--- config.mk ---
export PLATFORM = sky130hd
export DESIGN_NAME = pwm_chan_top
export DESIGN_NICKNAME = d
export VERILOG_FILES = /design/src/rtl/pwm_chan_pkg.sv /design/src/rtl/pwm_chan_presc.sv /design/src/rtl/pwm_chan_dp.sv /design/src/rtl/pwm_chan_ctrl.sv /design/src/rtl/pwm_chan_top.sv
export SDC_FILE = /design/constraint.sdc
export NUM_CORES = 1
export LEC_CHECK = 0
export BUFFER_PORTS_ARGS = -buffer_cell sky130_fd_sc_hd__buf_4
export CAP_MARGIN = 20
export CORE_MARGIN = 2
export CORE_UTILIZATION = 50
export CTS_BUF_LIST = sky130_fd_sc_hd__clkbuf_8
export CTS_CLUSTER_DIAMETER = 100
export CTS_CLUSTER_SIZE = 12
export DETAILED_ROUTE_END_ITERATION = 8
export PLACE_DENSITY = 0.8
export SLEW_MARGIN = 20
export SYNTH_ARGS = -nofsm -noshare
export SYNTH_HDL_FRONTEND = slang
export SYNTH_SLANG_ARGS = --single-unit
--- constraint.sdc ---
create_clock -name clk -period 5.5 [get_ports clk]
set_input_delay 0.825 -clock clk [delete_from_list [all_inputs] [get_ports clk]]
set_output_delay 0.825 -clock clk [all_outputs]
set_load 0.01 [all_outputs]
--- src/rtl/pwm_chan_pkg.sv ---
package pwm_chan_pkg;
  // register byte offsets
  localparam int OFS_MODE   = 'h00;
  localparam int OFS_DUTY   = 'h04;
  localparam int OFS_PERIOD = 'h08;
  localparam int OFS_COUNT  = 'h0C;
  localparam int OFS_UPDATE = 'h10;
  localparam int OFS_STATUS = 'h14;

  // mode register fields
  localparam int SEL_W          = 4;
  localparam int MAX_POW        = 10;
  localparam int BIT_CENTER     = 8;
  localparam int BIT_IDLE_HIGH  = 9;
  localparam int BIT_UPD_PERIOD = 10;
  localparam logic [SEL_W-1:0] SEL_EXT_A = 4'hB;
  localparam logic [SEL_W-1:0] SEL_EXT_B = 4'hC;

  // control-to-datapath strobes
  typedef struct packed {
    logic run;
    logic center;
    logic idleHigh;
  } chanStrobe_t;
endpackage

--- src/rtl/pwm_chan_presc.sv ---
module pwm_chan_presc
  import pwm_chan_pkg::*;
#(
  parameter int MAXP = MAX_POW
) (
  input  logic             clk,
  input  logic             rstN,
  input  logic             run,
  input  logic [SEL_W-1:0] clkSel,
  input  logic             extA,
  input  logic             extB,
  output logic             tick
);
  localparam int DIV_W = MAXP;

  logic [DIV_W-1:0] divCnt;
  logic [MAXP:0]    powTick;
  logic             selTick;

  always_ff @(posedge clk or negedge rstN) begin
    if (!rstN)      divCnt <= '0;
    else if (!run)  divCnt <= '0;
    else            divCnt <= divCnt + 1'b1;
  end

  // one tick candidate per power-of-two division
  for (genvar k = 0; k <= MAXP; k++) begin : g_pow
    if (k == 0) begin : g_div1
      assign powTick[k] = 1'b1;
    end else begin : g_divn
      assign powTick[k] = &divCnt[k-1:0];
    end
  end

  always_comb begin
    selTick = 1'b0;
    for (int k = 0; k <= MAXP; k++) begin
      if (clkSel == SEL_W'(k)) selTick = powTick[k];
    end
    if (clkSel == SEL_EXT_A) selTick = extA;
    if (clkSel == SEL_EXT_B) selTick = extB;
  end

  assign tick = run & selTick;
endmodule

--- src/rtl/pwm_chan_dp.sv ---
module pwm_chan_dp
  import pwm_chan_pkg::*;
#(
  parameter int CNT_W = 20
) (
  input  logic             clk,
  input  logic             rstN,
  input  chanStrobe_t      strb,
  input  logic [SEL_W-1:0] clkSel,
  input  logic             tickA,
  input  logic             tickB,
  input  logic [CNT_W-1:0] periodVal,
  input  logic [CNT_W-1:0] dutyVal,
  output logic [CNT_W-1:0] cnt,
  output logic             boundary,
  output logic             pwmOut
);
  logic           tick;
  logic           dirDown;
  logic [CNT_W:0] cntInc;
  logic [CNT_W:0] periodExt;
  logic           wrapLeft;
  logic           wrapCenter;

  pwm_chan_presc #(.MAXP(MAX_POW)) uPresc (
    .clk    (clk),
    .rstN   (rstN),
    .run    (strb.run),
    .clkSel (clkSel),
    .extA   (tickA),
    .extB   (tickB),
    .tick   (tick)
  );

  assign cntInc     = {1'b0, cnt} + {{CNT_W{1'b0}}, 1'b1};
  assign periodExt  = {1'b0, periodVal};
  assign wrapLeft   = (cntInc >= periodExt);
  assign wrapCenter = dirDown && (cnt <= CNT_W'(1));
  assign boundary   = tick && (strb.center ? wrapCenter : wrapLeft);

  always_ff @(posedge clk or negedge rstN) begin
    if (!rstN) begin
      cnt     <= '0;
      dirDown <= 1'b0;
    end else if (!strb.run) begin
      cnt     <= '0;
      dirDown <= 1'b0;
    end else if (tick) begin
      if (!strb.center) begin
        cnt <= wrapLeft ? '0 : cntInc[CNT_W-1:0];
      end else if (!dirDown) begin
        cnt <= cntInc[CNT_W-1:0];
        if (cntInc >= periodExt) dirDown <= 1'b1;
      end else if (wrapCenter) begin
        cnt     <= '0;
        dirDown <= 1'b0;
      end else begin
        cnt <= cnt - 1'b1;
      end
    end
  end

  always_comb begin
    if (strb.run && (cnt < dutyVal)) pwmOut = ~strb.idleHigh;
    else                             pwmOut = strb.idleHigh;
  end

  // a stopped channel returns its counter to zero
  p_hold_zero_r6: assert property (@(posedge clk) disable iff (!rstN)
    !strb.run |=> (cnt == '0));

  // left-aligned counter never reaches the period value
  p_left_bound_r3: assert property (@(posedge clk) disable iff (!rstN)
    (strb.run && !strb.center) |-> ((cnt < periodVal) || (cnt == '0)));

  // center-aligned counter peaks at the period value
  p_center_bound_r4: assert property (@(posedge clk) disable iff (!rstN)
    (strb.run && strb.center) |-> ((cnt <= periodVal) || (cnt == CNT_W'(1))));
endmodule

--- src/rtl/pwm_chan_ctrl.sv ---
module pwm_chan_ctrl
  import pwm_chan_pkg::*;
#(
  parameter int ADDR_W = 5,
  parameter int DATA_W = 32,
  parameter int CNT_W  = 20
) (
  input  logic              clk,
  input  logic              rstN,
  input  logic              chanEn,
  input  logic              busWr,
  input  logic              busRd,
  input  logic [ADDR_W-1:0] busAddr,
  input  logic [DATA_W-1:0] busWdata,
  output logic [DATA_W-1:0] busRdata,
  input  logic [CNT_W-1:0]  cnt,
  input  logic              boundary,
  output chanStrobe_t       strb,
  output logic [SEL_W-1:0]  clkSel,
  output logic [CNT_W-1:0]  periodVal,
  output logic [CNT_W-1:0]  dutyVal,
  output logic              irq
);
  logic [31:0]      addrExt;
  logic             hitMode, hitDuty, hitPeriod, hitCount, hitUpdate, hitStatus;
  logic             cfgWrOk;
  logic [SEL_W-1:0] modeSel;
  logic             modeCenter, modeIdleHigh, modeUpdPeriod;
  logic [CNT_W-1:0] periodReg, dutyReg, updReg;
  logic             updPending, evtFlag;
  logic             unusedWdata;

  assign addrExt   = 32'(busAddr);
  assign hitMode   = (addrExt == 32'(OFS_MODE));
  assign hitDuty   = (addrExt == 32'(OFS_DUTY));
  assign hitPeriod = (addrExt == 32'(OFS_PERIOD));
  assign hitCount  = (addrExt == 32'(OFS_COUNT));
  assign hitUpdate = (addrExt == 32'(OFS_UPDATE));
  assign hitStatus = (addrExt == 32'(OFS_STATUS));
  assign cfgWrOk   = busWr && !chanEn;
  assign unusedWdata = ^busWdata[DATA_W-1:CNT_W];

  always_ff @(posedge clk or negedge rstN) begin
    if (!rstN) begin
      modeSel       <= '0;
      modeCenter    <= 1'b0;
      modeIdleHigh  <= 1'b0;
      modeUpdPeriod <= 1'b0;
      periodReg     <= '0;
      dutyReg       <= '0;
      updReg        <= '0;
      updPending    <= 1'b0;
    end else begin
      if (cfgWrOk && hitMode) begin
        modeSel       <= busWdata[SEL_W-1:0];
        modeCenter    <= busWdata[BIT_CENTER];
        modeIdleHigh  <= busWdata[BIT_IDLE_HIGH];
        modeUpdPeriod <= busWdata[BIT_UPD_PERIOD];
      end
      if (cfgWrOk && hitPeriod) periodReg <= busWdata[CNT_W-1:0];
      if (cfgWrOk && hitDuty)   dutyReg   <= busWdata[CNT_W-1:0];
      // double buffer: apply at boundary, a same-cycle write stays pending
      if (boundary && updPending) begin
        if (modeUpdPeriod) periodReg <= updReg;
        else               dutyReg   <= updReg;
        updPending <= 1'b0;
      end
      if (busWr && hitUpdate) begin
        updReg     <= busWdata[CNT_W-1:0];
        updPending <= 1'b1;
      end
    end
  end

  always_ff @(posedge clk or negedge rstN) begin
    if (!rstN)                        evtFlag <= 1'b0;
    else if (boundary)                evtFlag <= 1'b1;
    else if (busRd && hitStatus)      evtFlag <= 1'b0;
  end

  always_comb begin
    busRdata = '0;
    if (hitMode) begin
      busRdata[SEL_W-1:0]      = modeSel;
      busRdata[BIT_CENTER]     = modeCenter;
      busRdata[BIT_IDLE_HIGH]  = modeIdleHigh;
      busRdata[BIT_UPD_PERIOD] = modeUpdPeriod;
    end
    if (hitDuty)   busRdata = DATA_W'(dutyReg);
    if (hitPeriod) busRdata = DATA_W'(periodReg);
    if (hitCount)  busRdata = DATA_W'(cnt);
    if (hitUpdate) busRdata = DATA_W'(updReg);
    if (hitStatus) busRdata = DATA_W'({updPending, evtFlag});
  end

  assign strb.run      = chanEn;
  assign strb.center   = modeCenter;
  assign strb.idleHigh = modeIdleHigh;
  assign clkSel        = modeSel;
  assign periodVal     = periodReg;
  assign dutyVal       = dutyReg;
  assign irq           = evtFlag;

  // a running channel keeps period and duty between boundaries
  p_hold_mid_r8: assert property (@(posedge clk) disable iff (!rstN)
    (chanEn && !boundary) |=> ($stable(periodReg) && $stable(dutyReg)));

  // pending period value lands on the boundary
  p_apply_period_r8: assert property (@(posedge clk) disable iff (!rstN)
    (boundary && updPending && modeUpdPeriod && !(busWr && hitUpdate))
      |=> (periodReg == $past(updReg)));

  // every boundary leaves the flag set
  p_flag_set_r9: assert property (@(posedge clk) disable iff (!rstN)
    boundary |=> irq);
endmodule

--- src/rtl/pwm_chan_top.sv ---
module pwm_chan_top
  import pwm_chan_pkg::*;
#(
  parameter int ADDR_W = 5,
  parameter int DATA_W = 32,
  parameter int CNT_W  = 20
) (
  input  logic              clk,
  input  logic              rstN,
  input  logic              chanEn,
  input  logic              tickA,
  input  logic              tickB,
  input  logic              busWr,
  input  logic              busRd,
  input  logic [ADDR_W-1:0] busAddr,
  input  logic [DATA_W-1:0] busWdata,
  output logic [DATA_W-1:0] busRdata,
  output logic              pwmOut,
  output logic              irqOut
);
  chanStrobe_t      strb;
  logic [SEL_W-1:0] clkSel;
  logic [CNT_W-1:0] periodVal, dutyVal, cnt;
  logic             boundary;

  pwm_chan_ctrl #(.ADDR_W(ADDR_W), .DATA_W(DATA_W), .CNT_W(CNT_W)) uCtrl (
    .clk       (clk),
    .rstN      (rstN),
    .chanEn    (chanEn),
    .busWr     (busWr),
    .busRd     (busRd),
    .busAddr   (busAddr),
    .busWdata  (busWdata),
    .busRdata  (busRdata),
    .cnt       (cnt),
    .boundary  (boundary),
    .strb      (strb),
    .clkSel    (clkSel),
    .periodVal (periodVal),
    .dutyVal   (dutyVal),
    .irq       (irqOut)
  );

  pwm_chan_dp #(.CNT_W(CNT_W)) uDp (
    .clk       (clk),
    .rstN      (rstN),
    .strb      (strb),
    .clkSel    (clkSel),
    .tickA     (tickA),
    .tickB     (tickB),
    .periodVal (periodVal),
    .dutyVal   (dutyVal),
    .cnt       (cnt),
    .boundary  (boundary),
    .pwmOut    (pwmOut)
  );
endmodule

==> impl_metrics.env, run 1 <==
export IMPL_routedWlPerCell_um=18.6
export IMPL_crit_path_top_delay_cell="dfrtp_1"
export IMPL_setup_tns_ps=0
export IMPL_ys_seq_area_share_pct=33.8
export IMPL_synth_top_family_by_area="compound AO/OA/AOI/OAI gates"
export IMPL_hold_path_class="primary input to async pin"
export IMPL_synth_xor_area_share_pct=3.32
export IMPL_report_final_hold_viol_count=0
export IMPL_synth_area_mux_share_pct=15.8
export IMPL_drive_gt1_share_pct=23.5
export IMPL_cts_htree_levels=3
export IMPL_syn_inst=777
export IMPL_cpMostUsedCell="buf_4"
export IMPL_grt_pass1_vias=6074
export IMPL_grt_usage_pct=24.1
export IMPL_pwr_density_cell_nw_per_um2=308
export IMPL_port_buffer_count=53
export IMPL_layout_commonest_cell="dfrtp_1"
export IMPL_path_cells="ha_1 > nand3_1 > nor2_1 > buf_4 > nand4_1 > nor2_1 > xor2_1 > ha_1 > a21o_1 > a211oi_1 > o31ai_1 > a211oi_1 > o22ai_1 > buf_4 > o2111ai_2 > buf_4 > mux2_4"
export IMPL_ys_seq_elements=100
export IMPL_die_area_um2=15800
export IMPL_setup_violations=0
export IMPL_synth_fa_ha_area_share_pct=7.78
export IMPL_rows=44
export IMPL_clk_insertion_delay_late_ps=400
export IMPL_yosysWarnings=0
export IMPL_worst_pin_slew_ps=1060
export IMPL_hpwl_um=13200
export IMPL_via_per_inst=6.21
export IMPL_setup_ws_ps=870
export IMPL_critPathArrivalTime_ps=4910
export IMPL_clkSlewWorstSetupHoldPaths_ps=100
export IMPL_synth_area_um2=7390
export IMPL_fin_area_um2=8100
export IMPL_drc_errors=0
export IMPL_final_cell_mix="dfrtp_1, buf_4, nand2_1, nor2_1, o21ai_0"
export IMPL_critPathKind="register to register"
export IMPL_grt_max_degree=54
export IMPL_slew_violations=0
export IMPL_status="finished clean"
export IMPL_drtIter0Drc=452
export IMPL_syn_to_final_growth_pct=9.49
export IMPL_crit_family="compound AO/OA/AOI/OAI gates"
export IMPL_cts_root_buffer="clkbuf_8"
export IMPL_diodes=0
export IMPL_overflow=0
export IMPL_cp_end_kind="register"
export IMPL_die_w_um=126
export IMPL_post_place_ws_ps=965
export IMPL_vias=6156
export IMPL_die_y_um=126
export IMPL_vdd_drop_max_uv=231
export IMPL_gp_congestion=0.913
export IMPL_placed_cells=976
export IMPL_ant_nets=0
export IMPL_fmax_mhz=216
export IMPL_synth_async_sr_flop_share_pct=100
export IMPL_required_ps=5780
export IMPL_rsz0062_at_grt="no"
export IMPL_slowest_delay_ps=590
export IMPL_final_nets=893
export IMPL_r2r_slack_ps=870
export IMPL_netlist_cell_type_count=69
export IMPL_avgSynthCellArea_um2=9.52
export IMPL_r2r_start="uDp.cnt[1]$_DFFE_PN0P_"
export IMPL_cts_tree="yes"
export IMPL_cts_resized=0
export IMPL_fin_crit_ps=4630
export IMPL_fillers=1239
export IMPL_synthSimpleGateAreaFrac_pct=15.2
export IMPL_synth_compound_area_share_pct=17.0
export IMPL_drt_first_pass_iters=5
export IMPL_post_route_period_util_pct=84.2
export IMPL_stdcell_count=992
export IMPL_synth_edf_count=0
export IMPL_r2r_end="uCtrl.dutyVal[13]$_DFF_PN0_"
export IMPL_start_kind="register"
export IMPL_maxCapViolations=0
export IMPL_cts_setup_buffers=0
export IMPL_cts_buffers=9
export IMPL_antenna_found_initial=0
export IMPL_cts_max_path_buffers=2
export IMPL_p_leak_nw=3.94
export IMPL_cts_hold_buf=0
export IMPL_core_area_um2=14500
export IMPL_critPathMaxFanout=14
export IMPL_skew_ps=10.5
export IMPL_drt_total_wl_um=18500
export IMPL_clock_sinks=100
export IMPL_rr_worst_depth=17
export IMPL_path_buf_inv=3
export IMPL_top_level_ports=78
export IMPL_grt_pass1_wl_um=30900
export IMPL_place_area_um2=7880
export IMPL_ys_flop_type="dfrtp_1"
export IMPL_start_util_pct=51.1
export IMPL_slew_headroom_pct=28.7
## stage by stage
step / utilization, % / power, W / hold slack, ps
2_1_floorplan: - / 0.00170 / 458
3_3_place_gp: 54.4 / 0.00192 / 489
3_5_place_dp: 54.4 / 0.00196 / 496
4_1_cts: 55.9 / 0.00249 / 459
5_1_grt: 55.9 / 0.00265 / 476
6_report: 55.9 / 0.00249 / 426
## registers in the layout (all words and copies together), names as in the netlist
signal,flops
uCtrl.updReg,20
uCtrl.modeIdleHigh,1
uCtrl.modeUpdPeriod,1
uDp.uPresc.divCnt,10
uCtrl.modeCenter,1
uCtrl.irq,1
uCtrl.updPending,1
uCtrl.dutyVal,20
uDp.cnt,20
uDp.dirDown,1
uCtrl.periodVal,20
uCtrl.clkSel,4
## how the worst max path moves through the flow
stage / start / to / slack, ps / cells past startpoint
5_1_grt: uDp.cnt[1]$_DFFE_PN0P_ / uCtrl.dutyVal[14]$_DFF_PN0_ / 550 / 17
2_1_floorplan: uDp.cnt[6]$_DFFE_PN0P_ / uCtrl.dutyVal[0]$_DFF_PN0_ / 1790 / 15
6_report: uDp.cnt[1]$_DFFE_PN0P_ / uCtrl.dutyVal[13]$_DFF_PN0_ / 870 / 17
4_1_cts: uDp.cnt[1]$_DFFE_PN0P_ / uCtrl.dutyVal[10]$_DFF_PN0_ / 900 / 17
3_5_place_dp: uDp.cnt[1]$_DFFE_PN0P_ / uCtrl.dutyVal[10]$_DFF_PN0_ / 960 / 17
3_3_place_gp: uDp.cnt[1]$_DFFE_PN0P_ / uCtrl.dutyVal[14]$_DFF_PN0_ / 1060 / 17
## metal layers
| layer | GRT usage (%) | routed length (um) |
|---|---|---|
| met5 | 0 | 0 |
| met4 | 7.25 | 292 |
| met3 | 3.77 | 1370 |
| met2 | 38.6 | 8700 |
| met1 | 33.9 | 8140 |
## kinds of logic after synthesis
group | Yosys count
AND/OR/NAND/NOR | 220
AO/OA/AOI/OAI | 177
buffers and inverters | 114
flip-flops | 100
multiplexers | 91
adder cells (fa/ha/maj) | 46
XOR/XNOR | 28
other | 1
## synth_stat cells (16+ instances only)
master    instances  area share, %
dfrtp_1         100             34
nand2_1          59            3.0
nor2_1           55            2.8
o21ai_0          49            3.3
clkbuf_1         48            2.4
mux2_2           48            7.3
ha_1             46            7.8
inv_1            46            2.3
mux2_4           40            8.1
a221oi_1         32            3.8
a21oi_1          24            1.6
xor2_1           16            1.9
## report_power, final
group	switching (W)	internal [W]	total [W]
Sequential	0.000140	0.000886	0.00103
Clock	0.000276	0.000255	0.000531
Combinational	0.000484	0.000454	0.000938
## cell type report
class                   count  area, um2  share of cell area, %
well taps                 184        230                   2.84
inverters                  47        176                   2.18
clock inverters             7       90.1                   1.11
flip-flops and latches    100       2500                   30.9
repair buffers             71        533                   6.58
multi-input cells         574       4440                   54.8
clock buffers               9        124                   1.53
Power figures use the tool's default switching activity.
==> run 2, diff against run 1 <==
Settings changed: PLACE_DENSITY 0.8 to 0.82.
Clock period 5.5 ns to 3.8 ns, I/O delays scaled along.
==> impl_metrics.env, run 2 (synthesis results as in run 1) <==
export IMPL_final_nets=940
export IMPL_cts_tree="yes"
export IMPL_finalPower_w=0.00359
export IMPL_r2r_slack_ps=40
export IMPL_hold_slack_ps=258
export IMPL_via_per_inst=6.35
export IMPL_fin_crit_ps=3760
export IMPL_cp_end_kind="register"
export IMPL_gp_congestion=0.989
export IMPL_pwr_density_cell_nw_per_um2=418
export IMPL_report_final_hold_viol_count=0
export IMPL_critPathArrivalTime_ps=4040
export IMPL_drtIter0Drc=620
export IMPL_slew_violations=0
export IMPL_syn_to_final_growth_pct=16.1
export IMPL_r2r_start="uDp.cnt[1]$_DFFE_PN0P_"
export IMPL_grt_max_degree=63
export IMPL_cts_max_path_buffers=2
export IMPL_critPathKind="register to register"
export IMPL_p_leak_nw=4.19
export IMPL_die_w_um=126
export IMPL_path_buf_inv=3
export IMPL_slowest_delay_ps=420
export IMPL_post_route_period_util_pct=98.9
export IMPL_rr_worst_depth=15
export IMPL_drt_first_pass_iters=5
export IMPL_start_util_pct=51.1
export IMPL_drive_gt1_share_pct=29.7
export IMPL_crit_path_top_delay_cell="dfrtp_1"
export IMPL_required_ps=4080
export IMPL_status="finished clean"
export IMPL_cts_buffers=9
export IMPL_grt_pass1_vias=6181
export IMPL_clk_insertion_delay_late_ps=400
export IMPL_drt_total_wl_um=20300
export IMPL_path_cells="buf_6 > and4_4 > nand4_1 > or2_4 > nor2_4 > xor2_1 > ha_1 > a211oi_2 > o31ai_2 > a211oi_2 > o22ai_2 > buf_6 > o2111ai_4 > clkbuf_16 > mux2_4"
export IMPL_worst_path_stages=15
export IMPL_die_area_um2=15800
export IMPL_port_buffer_count=53
export IMPL_final_cell_mix="buf_4, dfrtp_1, nand2_1, nor2_1, inv_1"
export IMPL_diodes=0
export IMPL_top_level_ports=78
export IMPL_crit_family="compound AO/OA/AOI/OAI gates"
export IMPL_r2r_end="uCtrl.periodVal[4]$_DFF_PN0_"
export IMPL_clkSlewWorstSetupHoldPaths_ps=100
export IMPL_start_kind="register"
export IMPL_cts_root_buffer="clkbuf_8"
export IMPL_rows=44
export IMPL_grt_usage_pct=25.5
export IMPL_fillers=1166
export IMPL_antenna_found_initial=0
export IMPL_clock_sinks=100
export IMPL_slew_headroom_pct=46.8
export IMPL_cts_htree_levels=3
export IMPL_ant_nets=0
export IMPL_core_area_um2=14500
export IMPL_skew_ps=14.0
export IMPL_hold_path_class="primary input to async pin"
export IMPL_critPathMaxFanout=8
export IMPL_die_y_um=126
export IMPL_grt_pass1_wl_um=32300
export IMPL_vdd_drop_max_uv=299
export IMPL_worst_pin_slew_ps=798
export IMPL_drc_errors=0
export IMPL_overflow=0
export IMPL_fmax_mhz=266
export IMPL_routedWlPerCell_um=19.5
export IMPL_hpwl_um=14200
export IMPL_maxCapViolations=0
export IMPL_setup_violations=0
export IMPL_layout_commonest_cell="buf_4"
export IMPL_vias=6590
run 2: cell types whose count changed in the layout (fill, tap and decap cells not counted), moves of 3 or more:
cell / before / now
xor2_1: 16 / 13
a211oi_1: 8 / 5
buf_4: 71 / 112
nor2_1: 55 / 51
buf_6: 0 / 3
a211oi_2: 0 / 3
run 2: worst max path at each step:
| stage | start | to | slack (ps) |
|---|---|---|---|
| 3_3_place_gp | uDp.cnt[0]$_DFFE_PN0P_ | uDp.cnt[8]$_DFFE_PN0P_ | -80 |
| 2_1_floorplan | uDp.cnt[6]$_DFFE_PN0P_ | uCtrl.dutyVal[0]$_DFF_PN0_ | 90 |
| 5_1_grt | uDp.cnt[1]$_DFFE_PN0P_ | uCtrl.periodVal[7]$_DFF_PN0_ | -60 |
| 6_report | uDp.cnt[1]$_DFFE_PN0P_ | uCtrl.periodVal[4]$_DFF_PN0_ | 40 |
| 4_1_cts | uDp.cnt[0]$_DFFE_PN0P_ | uCtrl.periodVal[13]$_DFF_PN0_ | 10 |
| 3_5_place_dp | uDp.cnt[0]$_DFFE_PN0P_ | uDp.cnt[12]$_DFFE_PN0P_ | -170 |
run 2: layout make-up:
type | count | area, um2 | share of cell area, %
timing repair buffer | 118 | 940 | 11.0
tap | 184 | 230 | 2.68
inverter | 47 | 176 | 2.06
sequential | 100 | 2500 | 29.2
multi-input combinational | 574 | 4570 | 53.3
clock inverter | 6 | 36.3 | 0.423
clock buffer | 9 | 124 | 1.44
run 2: routing by layer:
layer | GRT usage [%] | routed length, um | vias up
li1 | - | - | 2965
met1 | 35.6 | 8400 | 3213
met2 | 40.4 | 9740 | 364
met3 | 3.55 | 1670 | 48
met4 | 9.28 | 472 | 0
met5 | 0 | 0 | -
run 2: timing repair:
item / in CTS / in global routing
setup buffers: 0 / 7
pin swaps: 0 / 19
hold buffers: 0 / 0
setup endpoints to repair: 48 / 50
gates cloned: 0 / 1
gates resized for setup: 2 / 28
run 2: stage by stage:
stage | instances | cell area, um2 | setup TNS, ps | utilization (%) | setup slack, ps
2_1_floorplan | 788 | 7430 | 0 | - | 90.6
3_3_place_gp | 1015 | 8200 | -449 | 56.6 | -83.7
3_5_place_dp | 1015 | 8200 | -1240 | 56.6 | -174
4_1_cts | 1030 | 8370 | 0 | 57.8 | 13.3
5_1_grt | 1038 | 8580 | -830 | 59.3 | -57.7
6_report | 1038 | 8580 | 0 | 59.3 | 40.8
run 2: power by group:
group | switching, W | internal (W)
clock network | 0.000396 | 0.000230
registers | 0.000197 | 0.00128
logic | 0.000763 | 0.000718
total | 0.00136 | 0.00223
